==> src/rtl/pws_pkg.sv <==
package pws_pkg;
  typedef enum logic [1:0] {
    ST_IDLE = 2'd0,
    ST_LOAD = 2'd1,
    ST_BUSY = 2'd2
  } seq_state_t;
endpackage

==> src/rtl/pws_page_ram.sv <==
module pws_page_ram #(
  parameter int DEPTH  = 64,
  parameter int DATA_W = 8,
  localparam int AW    = $clog2(DEPTH)
) (
  input  logic              clk,
  input  logic              we,
  input  logic [AW-1:0]     waddr,
  input  logic [DATA_W-1:0] wdata,
  input  logic [AW-1:0]     raddr,
  output logic [DATA_W-1:0] rdata
);
  logic [DATA_W-1:0] mem [DEPTH];

  always_ff @(posedge clk) begin
    if (we) mem[waddr] <= wdata;
    rdata <= mem[raddr];
  end
endmodule

==> src/rtl/pws_cycle_timer.sv <==
module pws_cycle_timer #(
  parameter int CYCLE_CLKS = 1000000,
  parameter int SCAN_LEN   = 64,
  localparam int CNT_W     = $clog2(CYCLE_CLKS),
  localparam int IW        = $clog2(SCAN_LEN)
) (
  input  logic          clk,
  input  logic          rst,
  input  logic          start,
  output logic          run,
  output logic          last,
  output logic          scan_on,
  output logic [IW-1:0] scan_idx
);
  logic [CNT_W-1:0] cnt;

  always_ff @(posedge clk) begin
    if (rst) begin
      run <= 1'b0;
      cnt <= '0;
    end else if (start && !run) begin
      run <= 1'b1;
      cnt <= '0;
    end else if (run) begin
      if (last) run <= 1'b0;
      else      cnt <= cnt + 1'b1;
    end
  end

  assign last     = run && (cnt == CNT_W'(CYCLE_CLKS - 1));
  assign scan_on  = run && (cnt < CNT_W'(SCAN_LEN));
  assign scan_idx = cnt[IW-1:0];


  cnt_range_chk: assert property (@(posedge clk) disable iff (rst)
    run |-> (cnt <= CNT_W'(CYCLE_CLKS - 1)));
endmodule

==> src/rtl/page_write_seq.sv <==
module page_write_seq
  import pws_pkg::*;
#(
  parameter int ADDR_W     = 13,
  parameter int PAGE_BYTES = 64,
  parameter int CYCLE_CLKS = 1000000,
  localparam int OFF_W     = $clog2(PAGE_BYTES),
  localparam int PG_W      = ADDR_W - OFF_W
) (
  input  logic              clk,
  input  logic              rst,
  input  logic              cmd_write,
  input  logic [ADDR_W-1:0] cmd_addr,
  input  logic              write_permit,
  input  logic              data_strobe,
  input  logic [7:0]        data_byte,
  input  logic              cs_high,
  input  logic              cs_rise,
  input  logic              cs_aligned,
  output logic              arr_we,
  output logic [ADDR_W-1:0] arr_addr,
  output logic [7:0]        arr_wdata,
  output logic              busy,
  output logic              standby
);
  seq_state_t              state, nxt;
  logic [PG_W-1:0]         page_q;
  logic [OFF_W-1:0]        ptr_q;
  logic                    permit_q, got_q;
  logic [PAGE_BYTES-1:0]   valid_q;
  logic                    commit_go, load_new, buf_we;
  logic                    t_run, t_last, t_scan;
  logic [OFF_W-1:0]        t_idx, sidx_q;
  logic                    scan_q;
  logic [7:0]              rd_data;

  assign commit_go = (state == ST_LOAD) && cs_rise && got_q && permit_q && cs_aligned;
  assign load_new  = cmd_write && (state != ST_BUSY) && !((state == ST_LOAD) && cs_rise);
  assign buf_we    = (state == ST_LOAD) && data_strobe && !cs_rise && !cmd_write;

  always_comb begin
    nxt = state;
    case (state)
      ST_IDLE: if (cmd_write) nxt = ST_LOAD;
      ST_LOAD: begin
        if (cs_rise)        nxt = commit_go ? ST_BUSY : ST_IDLE;
        else if (cmd_write) nxt = ST_LOAD;
      end
      ST_BUSY: if (t_last) nxt = ST_IDLE;
      default: nxt = ST_IDLE;
    endcase
  end

  always_ff @(posedge clk) begin
    if (rst) begin
      state    <= ST_IDLE;
      page_q   <= '0;
      ptr_q    <= '0;
      permit_q <= 1'b0;
      got_q    <= 1'b0;
      valid_q  <= '0;
      standby  <= 1'b0;
    end else begin
      state   <= nxt;
      standby <= cs_high && (nxt != ST_BUSY);
      if (load_new) begin
        page_q   <= cmd_addr[ADDR_W-1:OFF_W];
        ptr_q    <= cmd_addr[OFF_W-1:0];
        permit_q <= write_permit;
        got_q    <= 1'b0;
        valid_q  <= '0;
      end else if (buf_we) begin
        ptr_q          <= ptr_q + 1'b1;
        got_q          <= 1'b1;
        valid_q[ptr_q] <= 1'b1;
      end
    end
  end

  assign busy = (state == ST_BUSY);

  pws_page_ram #(.DEPTH(PAGE_BYTES), .DATA_W(8)) u_buf (
    .clk   (clk),
    .we    (buf_we),
    .waddr (ptr_q),
    .wdata (data_byte),
    .raddr (t_idx),
    .rdata (rd_data)
  );

  pws_cycle_timer #(.CYCLE_CLKS(CYCLE_CLKS), .SCAN_LEN(PAGE_BYTES)) u_timer (
    .clk      (clk),
    .rst      (rst),
    .start    (commit_go),
    .run      (t_run),
    .last     (t_last),
    .scan_on  (t_scan),
    .scan_idx (t_idx)
  );

  always_ff @(posedge clk) begin
    if (rst) begin
      scan_q    <= 1'b0;
      sidx_q    <= '0;
      arr_we    <= 1'b0;
      arr_addr  <= '0;
      arr_wdata <= '0;
    end else begin
      scan_q    <= t_scan && valid_q[t_idx];
      sidx_q    <= t_idx;
      arr_we    <= scan_q;
      arr_addr  <= {page_q, sidx_q};
      arr_wdata <= rd_data;
    end
  end


  we_in_busy_chk: assert property (@(posedge clk) disable iff (rst)
    arr_we |-> busy);

  busy_start_chk: assert property (@(posedge clk) disable iff (rst)
    $rose(busy) |-> $past(cs_rise));

  timer_sync_chk: assert property (@(posedge clk) disable iff (rst)
    busy |-> t_run);

  stby_excl_chk: assert property (@(posedge clk) disable iff (rst)
    standby |-> !busy);

  commit_permit_chk: assert property (@(posedge clk) disable iff (rst)
    $rose(busy) |-> $past(permit_q));

  page_hold_chk: assert property (@(posedge clk) disable iff (rst)
    (busy && $past(busy)) |-> $stable(page_q));
endmodule

==> config.mk <==
export PLATFORM = sky130hd
export DESIGN_NAME = page_write_seq
export DESIGN_NICKNAME = d
export VERILOG_FILES = /design/src/rtl/pws_pkg.sv /design/src/rtl/pws_page_ram.sv /design/src/rtl/pws_cycle_timer.sv /design/src/rtl/page_write_seq.sv
export SDC_FILE = /design/constraint.sdc
export NUM_CORES = 1
export LEC_CHECK = 0
export BUFFER_PORTS_ARGS = -buffer_cell sky130_fd_sc_hd__buf_4
export CAP_MARGIN = 15
export CORE_MARGIN = 1.5
export CORE_UTILIZATION = 50
export DETAILED_ROUTE_END_ITERATION = 7
export PLACE_DENSITY = 0.71
export SLEW_MARGIN = 0
export SYNTH_ARGS = -nofsm -noshare
export SYNTH_HDL_FRONTEND = slang
export SYNTH_SLANG_ARGS = --single-unit
export TNS_END_PERCENT = 30
==> constraint.sdc <==
create_clock -name clk -period 4.19 [get_ports clk]
set_clock_uncertainty 0.2 [all_clocks]
set_input_delay 0.2095 -clock clk [delete_from_list [all_inputs] [get_ports clk]]
set_output_delay 0.2095 -clock clk [all_outputs]
set_load 0.02 [all_outputs]
==> impl_metrics.yaml <==
clocking:
  cts_buffer_depth: 3
  numCtsBuffers: 66
  path_clk_slew_ps: 60
  postCtsHoldBufs: 37
  clock-root-buffer: "clkbuf_16"
  post-cts-setup-buffers: 0
  cts_tree: "done"
  cts-htree-levels: 3
  post_cts_resized: 0
  clkLatencyLatePin_ps: 600
  cts_sinks: 652
die:
  io_pins: 53
  initial_utilization_pct: 50.55
  fp.dieArea_mm2: 0.05187
  coreArea_mm2: 0.04997
  rows: 82
  die_w_um: 227.7
  die-height_um: 227.7
power:
  peakVddDrop_mv: 0.2931
  power_frac_clock_pct: 45.1
  total_power_uw: 13210
  seqPwrFrac_pct: 53.0
  swShare_pct: 19.75
  p_sw_uw: 2609
  p_leak_uw: 0.009324
  internal-power_uw: 10600
  pwr_density_cell_mw_per_mm2: 452.6
  combPwrFrac_pct: 1.9
logic_synthesis:
  synth-xor-area-share_pct: 0.2081
  seq_area_frac_synth_pct: 71.97
  ys_types: 68
  syn_avg_cell_area_um2: 17.91
  yosys.area_share.adder_pct: 0.09908
  synth-edff-count: 512
  synth_top_family_by_area: "multiplexers"
  async_flop_share_pct: 0
  yosys_register_bits: 652
  synthFlopType: "edfxtp_1"
  muxShareOfSynthArea_pct: 14.64
  ys_warn_count: 0
  synth_compound_area_share_pct: 5.489
  synth-simple-area-share_pct: 5.400
  synth_fp_nets: 1441
  netlist_instances: 1410
  synth_area_mm2: 0.02526
drt:
  vias_per_cell: 6.005
  wirelength_um: 58880
  ant_nets: 0
  num_vias: 13660
  dr.pass1.iters: 5
  drcViolationCount: 0
  drtIter0Drc: 1507
  wl_per_cell_um: 25.88
sta:
  max_freq_ghz: 0.3070
  setup_viol: 0
  rsz0062_at_grt: "false"
  finalCriticalPeriod_ps: 3257
  relSlewSlack_pct: 32.07
  final-max-slew-violation-count: 0
  fin_hold_ws_ps: -8.165
  fin_crit_sh_pct: 77.74
  tightest_slew_ps: 1015
  setup_tns_ps: 0
  finalHoldViolCount: 9
global_routing:
  grt_max_degree: 68
  grt_pass1_vias: 13600
  gr-total-overflow: 0
  track_usage_pct: 23.15
  grt_pass1_wl_um: 89220
  antenna_found_initial: 0
min_path:
  worst_hold_path_type: "in2reg"
place:
  dp_hpwl_um: 35530
  gp_congestion: 0.8714
  portBuffers: 52
worst_setup_path:
  start_kind: "register"
  cp_max_fo: 38
  path_class: "reg2reg"
  worstPathRequired_ps: 4530
  crit_path_end_kind: "register"
  cp.arrival_ps: 3600
outcome:
  violations: "hold timing"
  outcome: "finished with violations"
flow_run:
  drv_cap: 0
finish:
  areaGrowthSynthToFinish_pct: 15.55
  nNetsFinal: 1583
  drive_above_1_share_pct: 24.84
-- routing by layer --
metal	GRT usage, %	part of all wire [%]
met2	36.39	49
met4	7.646	2.5
met5	0	0
met3	4.413	7.8
met1	32.83	41
-- critical path, stage by stage (launching register included) --
cell	delay (ps)
dfxtp_4	880
ha_1	390
nand4_1	120
or3_1	510
o21ai_0	220
a22oi_1	100
nor3b_1	200
dlygate4sd3_1	580
-- cell type report --
| type | count | area, um^2 |
|---|---|---|
| antenna | 1 | 2.502 |
| fill | 3641 | 20780 |
| timing repair buffer | 161 | 1368 |
| clock inverter | 27 | 279.0 |
| tap | 672 | 840.8 |
| clock buffer | 91 | 1932 |
| inverter | 10 | 37.54 |
| multi-input combinational | 661 | 6534 |
| sequential | 652 | 18190 |
-- state kept, by name (all words and copies together), names as in the netlist, 2 cells and up --
| register | count |
|---|---|
| arr_addr | 13 |
| arr_wdata | 8 |
| page_q | 7 |
| ptr_q | 6 |
| sidx_q | 6 |
| state | 2 |
| u_buf.mem | 512 |
| u_buf.rdata | 8 |
| u_timer.cnt | 20 |
| valid_q | 64 |
-- power by group through the flow --
| stage | registers [uW] | logic [uW] | clock network, uW |
|---|---|---|---|
| final | 7000 | 252 | 5960 |
| after global routing | 7000 | 270 | 6280 |
| after CTS | 7000 | 252 | 6030 |
| after detailed placement | 7140 | 224 | 0 |
| after global placement | 7140 | 217 | 0 |
| after floorplan | 7130 | 75.3 | 0 |
-- kinds of logic (layout without fill, tap and decap cells) --
| kind of cell | count (synthesis) | count (layout) |
|---|---|---|
| other cells | 0 | 1 |
| flops | 652 | 652 |
| compound gates | 190 | 190 |
| simple gates | 264 | 264 |
| fa+ha+maj | 2 | 2 |
| mux | 199 | 199 |
| buf+inv | 97 | 289 |
| xor+xnor | 6 | 6 |
-- path summary, 6_finish.rpt --
check | startpoint | to | slack [ps] | cells past startpoint
worst max-delay path | u_timer.cnt[0] | standby | 930 | 7
worst min-delay path | data_byte[3] | u_buf.mem[61][3] | -8 | 1
worst max register to register | u_timer.cnt[0] | standby | 930 | 7
worst min register to register | sidx_q[3] | arr_addr[3] | 240 | 1
-- synthesized netlist by cell type (7+ instances only) --
library cell,count,share of area (%)
nand3_1,13,0.26
a21oi_1,27,0.54
buf_2,23,0.46
or2_2,7,0.17
buf_4,13,0.39
o21ai_0,16,0.32
buf_1,9,0.13
nor2b_1,38,0.94
mux2_2,14,0.62
mux4_2,135,12
nand2_1,42,0.62
nor2_1,81,1.2
dfxtp_1,140,11
edfxtp_1,512,61
mux2i_1,50,2.0
a221oi_1,14,0.49
clkbuf_1,29,0.43
o21a_1,67,2.0
buf_6,11,0.49
or3_1,13,0.32
nand3b_1,7,0.21
inv_1,10,0.15
nor3_1,20,0.40
and2_1,8,0.20
-- cell usage in the layout, fill, tap and decap left out, types with 20 or more instances in the layout --
cell type,Yosys,routed
clkbuf_16,0,71
a21oi_1,27,27
buf_4,13,118
nor3_1,20,20
mux2i_1,50,50
nor2b_1,38,38
edfxtp_1,512,512
mux4_2,135,135
nand2_1,42,42
nor2_1,81,80
o21a_1,67,67
dfxtp_1,140,136
dlygate4sd3_1,0,37
-- per-stage QoR --
step                      cells  instance area, um^2  utilization, %  worst slack (ps)  hold WS, ps
final                      2275                29180           58.41             932.9       -8.165
after floorplan            1410                25260               -              1778        108.4
after global routing       2274                29180           58.40             683.4        27.87
after global placement     2118                26590           53.21             947.1        222.0
after detailed placement   2119                26600           53.24             953.5        221.2
after CTS                  2274                29180           58.40             903.3       0.4734
Note: power is estimated with default switching activity, not from simulation.
